<file path="src/rtl/sram_ctl_pkg.sv">
package sram_ctl_pkg;

    typedef enum logic [2:0] {
        ST_IDLE,
        ST_WSETUP,
        ST_WPULSE,
        ST_WHOLD,
        ST_RACCESS,
        ST_PAD
    } ctl_state_e;

    function automatic int unsigned ceil_div(input int unsigned num, input int unsigned den);
        return (num + den - 1) / den;
    endfunction

    function automatic int unsigned max2(input int unsigned a, input int unsigned b);
        return (a > b) ? a : b;
    endfunction

endpackage

</file>
<file path="src/rtl/sram_ctl_tmr.sv">
module sram_ctl_tmr #(
    parameter int unsigned W = 4
) (
    input  logic         clk,
    input  logic         rst_n,
    input  logic         load,
    input  logic [W-1:0] load_val,
    output logic         done
);
    logic [W-1:0] cnt_q;

    always_ff @(posedge clk) begin
        if (!rst_n) begin
            cnt_q <= '0;
        end else if (load) begin
            cnt_q <= load_val;
        end else if (cnt_q != '0) begin
            cnt_q <= cnt_q - 1'b1;
        end
    end

    assign done = (cnt_q == '0);
endmodule

</file>
<file path="src/rtl/sram_ctl_rdcap.sv">
module sram_ctl_rdcap (
    input  logic clk,
    input  logic rst_n,
    input  logic sample,
    input  logic pin,
    output logic rd_valid,
    output logic rd_data
);
    always_ff @(posedge clk) begin
        if (!rst_n) begin
            rd_valid <= 1'b0;
            rd_data  <= 1'b0;
        end else begin
            rd_valid <= sample;
            if (sample) begin
                rd_data <= pin;
            end
        end
    end

    // the read strobe lasts exactly one cycle
    a_r6_rdv_one_cycle: assert property (@(posedge clk) disable iff (!rst_n)
        rd_valid |=> !rd_valid);
endmodule

</file>
<file path="src/rtl/sram_ctl.sv">
module sram_ctl
    import sram_ctl_pkg::*;
#(
    parameter int unsigned ADDR_W   = 20,
    parameter int unsigned CLK_PS   = 5000,
    parameter int unsigned T_RC_PS  = 20000,
    parameter int unsigned T_AA_PS  = 20000,
    parameter int unsigned T_ACE_PS = 20000,
    parameter int unsigned T_WP_PS  = 15000,
    parameter int unsigned T_DS_PS  = 8000,
    parameter int unsigned T_AH_PS  = 1000
) (
    input  logic              clk,
    input  logic              rst_n,
    input  logic              req_valid,
    output logic              req_ready,
    input  logic              req_write,
    input  logic [ADDR_W-1:0] req_addr,
    input  logic              req_wdata,
    output logic              rd_valid,
    output logic              rd_data,
    output logic [ADDR_W-1:0] mem_addr,
    output logic              mem_ce_n,
    output logic              mem_we_n,
    output logic              mem_wd,
    input  logic              mem_rd
);
    localparam int unsigned N_AA  = max2(max2(ceil_div(T_AA_PS, CLK_PS),
                                              ceil_div(T_ACE_PS, CLK_PS)), 1);
    localparam int unsigned N_WP  = max2(max2(ceil_div(T_WP_PS, CLK_PS),
                                              ceil_div(T_DS_PS, CLK_PS)), 1);
    localparam int unsigned N_AH  = max2(ceil_div(T_AH_PS, CLK_PS), 1);
    localparam int unsigned N_RC  = max2(ceil_div(T_RC_PS, CLK_PS), 1);
    localparam int unsigned N_MAX = max2(max2(N_AA, N_WP), max2(N_AH, N_RC));
    localparam int unsigned TMR_W = $clog2(N_MAX + 1);

    ctl_state_e state_q, state_d;

    logic             ph_load, ph_done;
    logic [TMR_W-1:0] ph_val;
    logic             cyc_load, cyc_done;
    logic             accept, sample;

    // phase length timer
    sram_ctl_tmr #(.W(TMR_W)) u_phase (
        .clk      (clk),
        .rst_n    (rst_n),
        .load     (ph_load),
        .load_val (ph_val),
        .done     (ph_done)
    );

    // minimum cycle time timer, started on acceptance
    sram_ctl_tmr #(.W(TMR_W)) u_cycle (
        .clk      (clk),
        .rst_n    (rst_n),
        .load     (cyc_load),
        .load_val (TMR_W'(N_RC - 1)),
        .done     (cyc_done)
    );

    sram_ctl_rdcap u_rdcap (
        .clk      (clk),
        .rst_n    (rst_n),
        .sample   (sample),
        .pin      (mem_rd),
        .rd_valid (rd_valid),
        .rd_data  (rd_data)
    );

    assign req_ready = (state_q == ST_IDLE);
    assign accept    = req_ready && req_valid;
    assign sample    = (state_q == ST_RACCESS) && ph_done;
    assign cyc_load  = accept;

    // state register
    always_ff @(posedge clk) begin
        if (!rst_n) begin
            state_q <= ST_IDLE;
        end else begin
            state_q <= state_d;
        end
    end

    // next state and phase timer loads
    always_comb begin
        state_d = state_q;
        ph_load = 1'b0;
        ph_val  = '0;
        unique case (state_q)
            ST_IDLE: begin
                if (req_valid) begin
                    if (req_write) begin
                        state_d = ST_WSETUP;
                    end else begin
                        state_d = ST_RACCESS;
                        ph_load = 1'b1;
                        ph_val  = TMR_W'(N_AA - 1);
                    end
                end
            end
            ST_WSETUP: begin
                state_d = ST_WPULSE;
                ph_load = 1'b1;
                ph_val  = TMR_W'(N_WP - 1);
            end
            ST_WPULSE: begin
                if (ph_done) begin
                    state_d = ST_WHOLD;
                    ph_load = 1'b1;
                    ph_val  = TMR_W'(N_AH - 1);
                end
            end
            ST_WHOLD: begin
                if (ph_done) begin
                    state_d = ST_PAD;
                end
            end
            ST_RACCESS: begin
                if (ph_done) begin
                    state_d = ST_PAD;
                end
            end
            ST_PAD: begin
                if (cyc_done) begin
                    state_d = ST_IDLE;
                end
            end
            default: state_d = ST_IDLE;
        endcase
    end

    // registered memory pins, decoded from the next state
    always_ff @(posedge clk) begin
        if (!rst_n) begin
            mem_ce_n <= 1'b1;
            mem_we_n <= 1'b1;
            mem_addr <= '0;
            mem_wd   <= 1'b0;
        end else begin
            mem_ce_n <= !(state_d inside {ST_WSETUP, ST_WPULSE, ST_WHOLD, ST_RACCESS});
            mem_we_n <= (state_d != ST_WPULSE);
            if (accept) begin
                mem_addr <= req_addr;
                mem_wd   <= req_wdata;
            end
        end
    end

    // ---------------- assertions ----------------
    logic [TMR_W:0] we_low_cnt;

    always_ff @(posedge clk) begin
        if (!rst_n) begin
            we_low_cnt <= '0;
        end else if (!mem_we_n) begin
            we_low_cnt <= we_low_cnt + 1'b1;
        end else begin
            we_low_cnt <= '0;
        end
    end

    a_r7_we_only_when_selected: assert property (@(posedge clk) disable iff (!rst_n)
        !mem_we_n |-> !mem_ce_n);

    a_r3_setup_before_strobe: assert property (@(posedge clk) disable iff (!rst_n)
        $fell(mem_we_n) |-> ($past(!mem_ce_n) && $stable(mem_addr) && $stable(mem_wd)));

    a_r4_pulse_width: assert property (@(posedge clk) disable iff (!rst_n)
        $rose(mem_we_n) |-> (we_low_cnt == (TMR_W+1)'(N_WP)));

    a_r5_deselect_after_strobe: assert property (@(posedge clk) disable iff (!rst_n)
        $rose(mem_ce_n) |-> $past(mem_we_n));

    a_r9_pins_stable_while_selected: assert property (@(posedge clk) disable iff (!rst_n)
        (!mem_ce_n && $past(!mem_ce_n)) |-> ($stable(mem_addr) && $stable(mem_wd)));

    a_r2_busy_not_ready: assert property (@(posedge clk) disable iff (!rst_n)
        !mem_ce_n |-> !req_ready);

    a_r10_no_read_strobe_on_write: assert property (@(posedge clk) disable iff (!rst_n)
        rd_valid |-> $past(mem_we_n));
endmodule

</file>
<file path="config.mk">
export PLATFORM = sky130hd
export DESIGN_NAME = sram_ctl
export DESIGN_NICKNAME = d
export VERILOG_FILES = /design/src/rtl/sram_ctl_pkg.sv /design/src/rtl/sram_ctl_tmr.sv /design/src/rtl/sram_ctl_rdcap.sv /design/src/rtl/sram_ctl.sv
export SDC_FILE = /design/constraint.sdc
export NUM_CORES = 1
export LEC_CHECK = 0
export BUFFER_PORTS_ARGS = -buffer_cell sky130_fd_sc_hd__buf_2
export CORE_ASPECT_RATIO = 2
export CORE_UTILIZATION = 49
export CTS_CLUSTER_DIAMETER = 60
export DETAILED_ROUTE_END_ITERATION = 16
export PLACE_DENSITY_LB_ADDON = 0.15
export SYNTH_ARGS = -nofsm -noshare
export SYNTH_HDL_FRONTEND = slang
export SYNTH_HIERARCHICAL = 1
export SYNTH_SLANG_ARGS = --single-unit
</file>
<file path="constraint.sdc">
create_clock -name clk -period 2.3 [get_ports clk]
set_input_delay 0.345 -clock clk [delete_from_list [all_inputs] [get_ports clk]]
set_output_delay 0.345 -clock clk [all_outputs]
set_load 0.005 [all_outputs]
</file>
* Yosys cells after proc, flatten, opt, wreduce, memory -nomap -nowiden
Cells that the tools add are included.
Storage, ports and cells: register bits after elaboration 34, logic and storage cells 53
Cells by class: $add $sub $neg 2, equality and inequality tests 10, mux-type cells 17, bitwise operators 1, reductions and logical operators 13
Operators with widths (number):
- $mux W3 | 7
- $pmux W3 S5 | 1
- $eq A3 B2 Y1 const B | 4
- $eq A3 B3 Y1 const B | 3
- $logic_not A3 Y1 | 3
- $mux W2 | 4
- $eq A3 B1 Y1 const B | 2
- $reduce_bool A3 Y1 | 2
- $sub A3 B1 Y3 const B | 2
- $pmux W2 S2 | 1
- $reduce_bool A2 Y1 | 2
- $reduce_bool A4 Y1 | 1
- $reduce_or A2 Y1 | 2
- $mux W1 | 3
- $ne A3 B2 Y1 const B | 1
- $pmux W1 S3 | 1
- $logic_and A1 B1 Y1 | 2
- $logic_not A1 Y1 | 1
- $not A1 Y1 | 1

* Longest topological paths before layout
depth after elaboration 6, gate-level depth with buffers 8

* Cells and area by module
Netlist, hierarchy kept.
By module, submodules not included:
- sram_ctl | instances 1, cells each 131, area an instance 1081.0 sq um
- sram_ctl_tmr | instances 2, cells each 22, area an instance 205.2 sq um
- sram_ctl_rdcap | instances 1, cells each 5, area an instance 63.8 sq um

* Least setup slack after synthesis
Ideal clock, no wire load.
path kind register to register, start register u_phase.cnt_q[0], end register u_phase.cnt_q[0], setup time 0.112 ns, data arrival time 1.562 ns, setup slack 0.625 ns, stages on the path, launching flop included 9, cell sequence dfxtp_1 -> inv_1 -> ha_1 -> nand2b_1 -> inv_1 -> nand3b_1 -> a21oi_1 -> nor2b_1 -> a2111oi_1
Between the ends: cells in the longest elaborated chain, start to end 4
RTL lines:
- start: declaration | line sram_ctl_tmr.sv:10 | logic [W-1:0] cnt_q;
- start signal: assignment | line sram_ctl_tmr.sv:16 | cnt_q <= load_val;
- start signal: assignment | line sram_ctl_tmr.sv:18 | cnt_q <= cnt_q - 1'b1;
- $logic_not A3 Y1 (*) | line sram_ctl_tmr.sv:22 | assign done = (cnt_q == '0);
- named net ph_done | line sram_ctl.sv:39 | logic ph_load, ph_done;
- $mux W1 (*) | line sram_ctl.sv:108 | if (ph_done) begin
- $pmux W1 S3 (*) | line sram_ctl.sv:90 | unique case (state_q)
- named net ph_load | line sram_ctl.sv:39
- $mux W3 or $reduce_bool A2 Y1 (tied branches)
Mark *: on every way through the listed nets, which the timed path passes. The rest lies on a longest branch. The select of a mux whose other input is x is not followed. A chain may end at the register's enable or synchronous reset.

* Worst setup path in the final report
Same ends and word-level chain as after synthesis.

==> impl_metrics.xml <==
<?xml version="1.0" encoding="UTF-8"?>
<metrics>
  <group name="status">
    <metric name="status" unit="">finished clean</metric>
  </group>
  <group name="floorplanning">
    <metric name="placeableCoreArea" unit="mm²">0.00298</metric>
    <metric name="die_w" unit="µm">41.8</metric>
    <metric name="core.rowCount" unit="">28</metric>
    <metric name="num_ports" unit="">52</metric>
    <metric name="die_area" unit="mm²">0.00342</metric>
    <metric name="initial_util" unit="">0.522</metric>
    <metric name="die-height" unit="µm">81.7</metric>
  </group>
  <group name="sta">
    <metric name="count_of_final_max_slew_check_failures" unit="">0</metric>
    <metric name="finalSetupTns" unit="ns">0</metric>
    <metric name="hold_slack" unit="ns">0.292</metric>
    <metric name="final-setup-viol-count" unit="">0</metric>
    <metric name="post_layout_minimum_cycle_time" unit="ns">1.95</metric>
    <metric name="clock_skew" unit="ns">0.00255</metric>
    <metric name="fmax" unit="MHz">512</metric>
    <metric name="rsz0062_at_grt" unit="">false</metric>
    <metric name="final.period_utilization" unit="">0.850</metric>
    <metric name="finalHoldViolations" unit="">0</metric>
  </group>
  <group name="worst_hold_path">
    <metric name="min_delay_worst_type" unit="">in -&gt; reg</metric>
    <metric name="min_delay_path_depth" unit="">3</metric>
  </group>
  <group name="logic_synthesis">
    <metric name="yosys_register_bits" unit="">34</metric>
    <metric name="post_synth_fa_ha_maj_area_fraction" unit="">0.0322</metric>
    <metric name="post-synth-top-count-cell" unit="">nand2_1</metric>
    <metric name="async_reset_ff_frac" unit="">0</metric>
    <metric name="synth_edf_count" unit="">0</metric>
    <metric name="synth_sequential_area_ratio" unit="">0.438</metric>
    <metric name="synth_ff_type" unit="">dfxtp_1</metric>
    <metric name="cells_after_synthesis" unit="">180</metric>
    <metric name="synth_compound_area_frac" unit="">0.187</metric>
    <metric name="synth_xor_xnor_area_share" unit="">0</metric>
    <metric name="synth.distinct_cells" unit="">36</metric>
    <metric name="synth_top_family_by_area" unit="">simple AND/OR/NAND/NOR gates</metric>
    <metric name="muxShareOfSynthArea" unit="">0.00644</metric>
    <metric name="synth_simple_gate_area_share" unit="">0.268</metric>
    <metric name="top_cell_types_by_occurrence_after_synthesis" unit="">nand2_1, dfxtp_1, a21boi_1, inv_1, nor2b_1</metric>
    <metric name="syn_area" unit="mm²">0.00156</metric>
    <metric name="post-synth-top-area-cell" unit="">dfxtp_1</metric>
    <metric name="synth.top_cells.by_area" unit="">dfxtp_1, nand2_1, a21boi_1</metric>
    <metric name="synth.avg_cell_area" unit="µm²">8.64</metric>
    <metric name="post-synth-top-area-fraction" unit="">0.438</metric>
    <metric name="synth.yosys.warnings" unit="">6</metric>
  </group>
  <group name="worst_setup_path">
    <metric name="critical_setup_path_class" unit="">reg -&gt; reg</metric>
    <metric name="crit_path_end_kind" unit="">flip-flop</metric>
    <metric name="critical_path_required" unit="ns">2.47</metric>
    <metric name="critPathMaxFanout" unit="">8</metric>
    <metric name="worst-endpoint-arrival" unit="ns">2.12</metric>
    <metric name="worstSetupStartpointType" unit="">flip-flop</metric>
    <metric name="ff2ff_path_depth" unit="">8</metric>
  </group>
  <group name="routing">
    <metric name="vias_per_cell" unit="">5.14</metric>
    <metric name="drcViolationCount" unit="">0</metric>
    <metric name="wl" unit="µm">3120</metric>
    <metric name="detailroute.via_count" unit="">1347</metric>
    <metric name="initialDrtViolationCount" unit="">25</metric>
    <metric name="drt_pass_1_iters" unit="">5</metric>
    <metric name="antenna_violating_nets_post_route" unit="">0</metric>
    <metric name="avgRoutedWirePerCell" unit="µm">11.9</metric>
  </group>
  <group name="clocking">
    <metric name="cts_buffer_depth" unit="">2</metric>
    <metric name="ctsHoldBuffers" unit="">0</metric>
    <metric name="tritoncts.num_buffers" unit="">5</metric>
    <metric name="cts_tree" unit="">built</metric>
    <metric name="clock-root-buffer" unit="">clkbuf_8</metric>
    <metric name="clkTransAtPathRegs" unit="ns">0.07</metric>
    <metric name="clock_tree.htree_level_count" unit="">2</metric>
    <metric name="cts.sink_count" unit="">34</metric>
    <metric name="post-cts-setup-buffer-count" unit="">0</metric>
    <metric name="worst_skew_pair.late_latency" unit="ns">0.28</metric>
    <metric name="post_cts.resized_instances" unit="">0</metric>
  </group>
  <group name="power_and_ir_drop">
    <metric name="power_density" unit="mW/mm²">993</metric>
    <metric name="worst_case_vdd_ir_drop" unit="µV">708</metric>
    <metric name="leakage" unit="µW">0.000882</metric>
  </group>
  <group name="place">
    <metric name="gpl.final_weighted_congestion" unit="">0.807</metric>
    <metric name="port_buffers" unit="">51</metric>
    <metric name="dp_hpwl" unit="µm">2360</metric>
  </group>
  <group name="global_route">
    <metric name="grt_antenna_before_repair" unit="">0</metric>
    <metric name="grt_pass1_vias" unit="">1280</metric>
    <metric name="grt_overflow_total" unit="">0</metric>
    <metric name="grt_max_degree" unit="">32</metric>
    <metric name="grt_use_total" unit="">0.206</metric>
    <metric name="grt_pass1_wl" unit="µm">5310</metric>
  </group>
  <group name="flow_run">
    <metric name="max_cap_violations" unit="">0</metric>
  </group>
  <group name="finish">
    <metric name="antenna_cells_inserted" unit="">0</metric>
    <metric name="finish.net_count" unit="">261</metric>
    <metric name="drive_above_1_share" unit="">0.280</metric>
    <metric name="syn_to_layout_area_delta" unit="%">23.0</metric>
  </group>
</metrics>
## registers in the layout, indices dropped and copies added (netlist names)
signal,cells
u_rdcap/rd_valid,1
mem_ce_n,1
mem_addr,20
u_rdcap/rd_data,1
u_cycle/cnt_q,3
mem_wd,1
u_phase/cnt_q,3
mem_we_n,1
state_q,3
## layer usage
metal	share of wire	track usage	wire length [µm]
met1	0.37	0.186	1150
met2	0.55	0.395	1730
met3	0.055	0.0615	173
met4	0.024	0.116	76
met5	0	0	0
## cell families after synthesis
| family | count (synthesis) |
|---|---|
| buffers and inverters | 20 |
| DFF | 34 |
| adders and majority gates | 4 |
| other | 2 |
| AOI/OAI and AO/OA | 37 |
| and+or+nand+nor | 82 |
| muxes | 1 |
## worst max-delay path: stages, from the launching register on
cell	delay [ns]
dfxtp_1	0.32
inv_1	0.09
ha_1	0.21
nand2b_1	0.11
inv_1	0.12
nand3b_1	0.09
a21oi_1	0.43
nor2b_1	0.10
a2111oi_1	0.38
## power breakdown
part / internal (µW) / leakage (µW) / total, µW / switching (µW)
logic: 284 / 0.000550 / 594 / 310
clock network: 324 / 0.0000524 / 533 / 209
registers: 696 / 0.000280 / 773 / 77.4
## per-stage QoR
step                      setup WS, ns  power [µW]  cells  utilization  area (µm²)
after global placement           0.472        1350    254        0.607        1810
final                            0.346        1900    262        0.642        1910
after CTS                        0.308        1930    262        0.642        1910
after global routing            0.0653        2050    262        0.642        1910
after floorplan                  0.625        1230    182            -        1560
after detailed placement         0.324        1390    254        0.607        1810
## cells in the final DEF, fill, tap and decap left out, drive strengths merged, types with 3 or more instances in the layout
cell | netlist | routed
nor2b | 12 | 12
nor4b | 4 | 4
a21boi | 22 | 22
nand3 | 3 | 3
ha | 4 | 4
nor2 | 3 | 3
a2111oi | 4 | 4
clkbuf | 5 | 7
buf | 5 | 52
dfxtp | 34 | 34
inv | 9 | 9
conb | 2 | 4
nand2 | 47 | 47
## final timing paths
check                        start               end  slack, ns
hold reg to reg        mem_addr[6]       mem_addr[6]       0.45
setup / recovery  u_phase/cnt_q[0]  u_phase/cnt_q[0]       0.35
setup reg to reg  u_phase/cnt_q[0]  u_phase/cnt_q[0]       0.35
hold / removal         req_addr[0]       mem_addr[0]       0.29
## final cells by class
| cell class | count | area [µm²] |
|---|---|---|
| Clock buffer | 7 | 76.3 |
| Multi-Input combinational cell | 128 | 783 |
| Fill cell | 277 | 1060 |
| Sequential cell | 34 | 681 |
| Clock inverter | 1 | 30.0 |
| Timing Repair Buffer | 52 | 263 |
| Inverter | 10 | 42.5 |
| Tap cell | 30 | 37.5 |
Power figures use the tool's default switching activity.
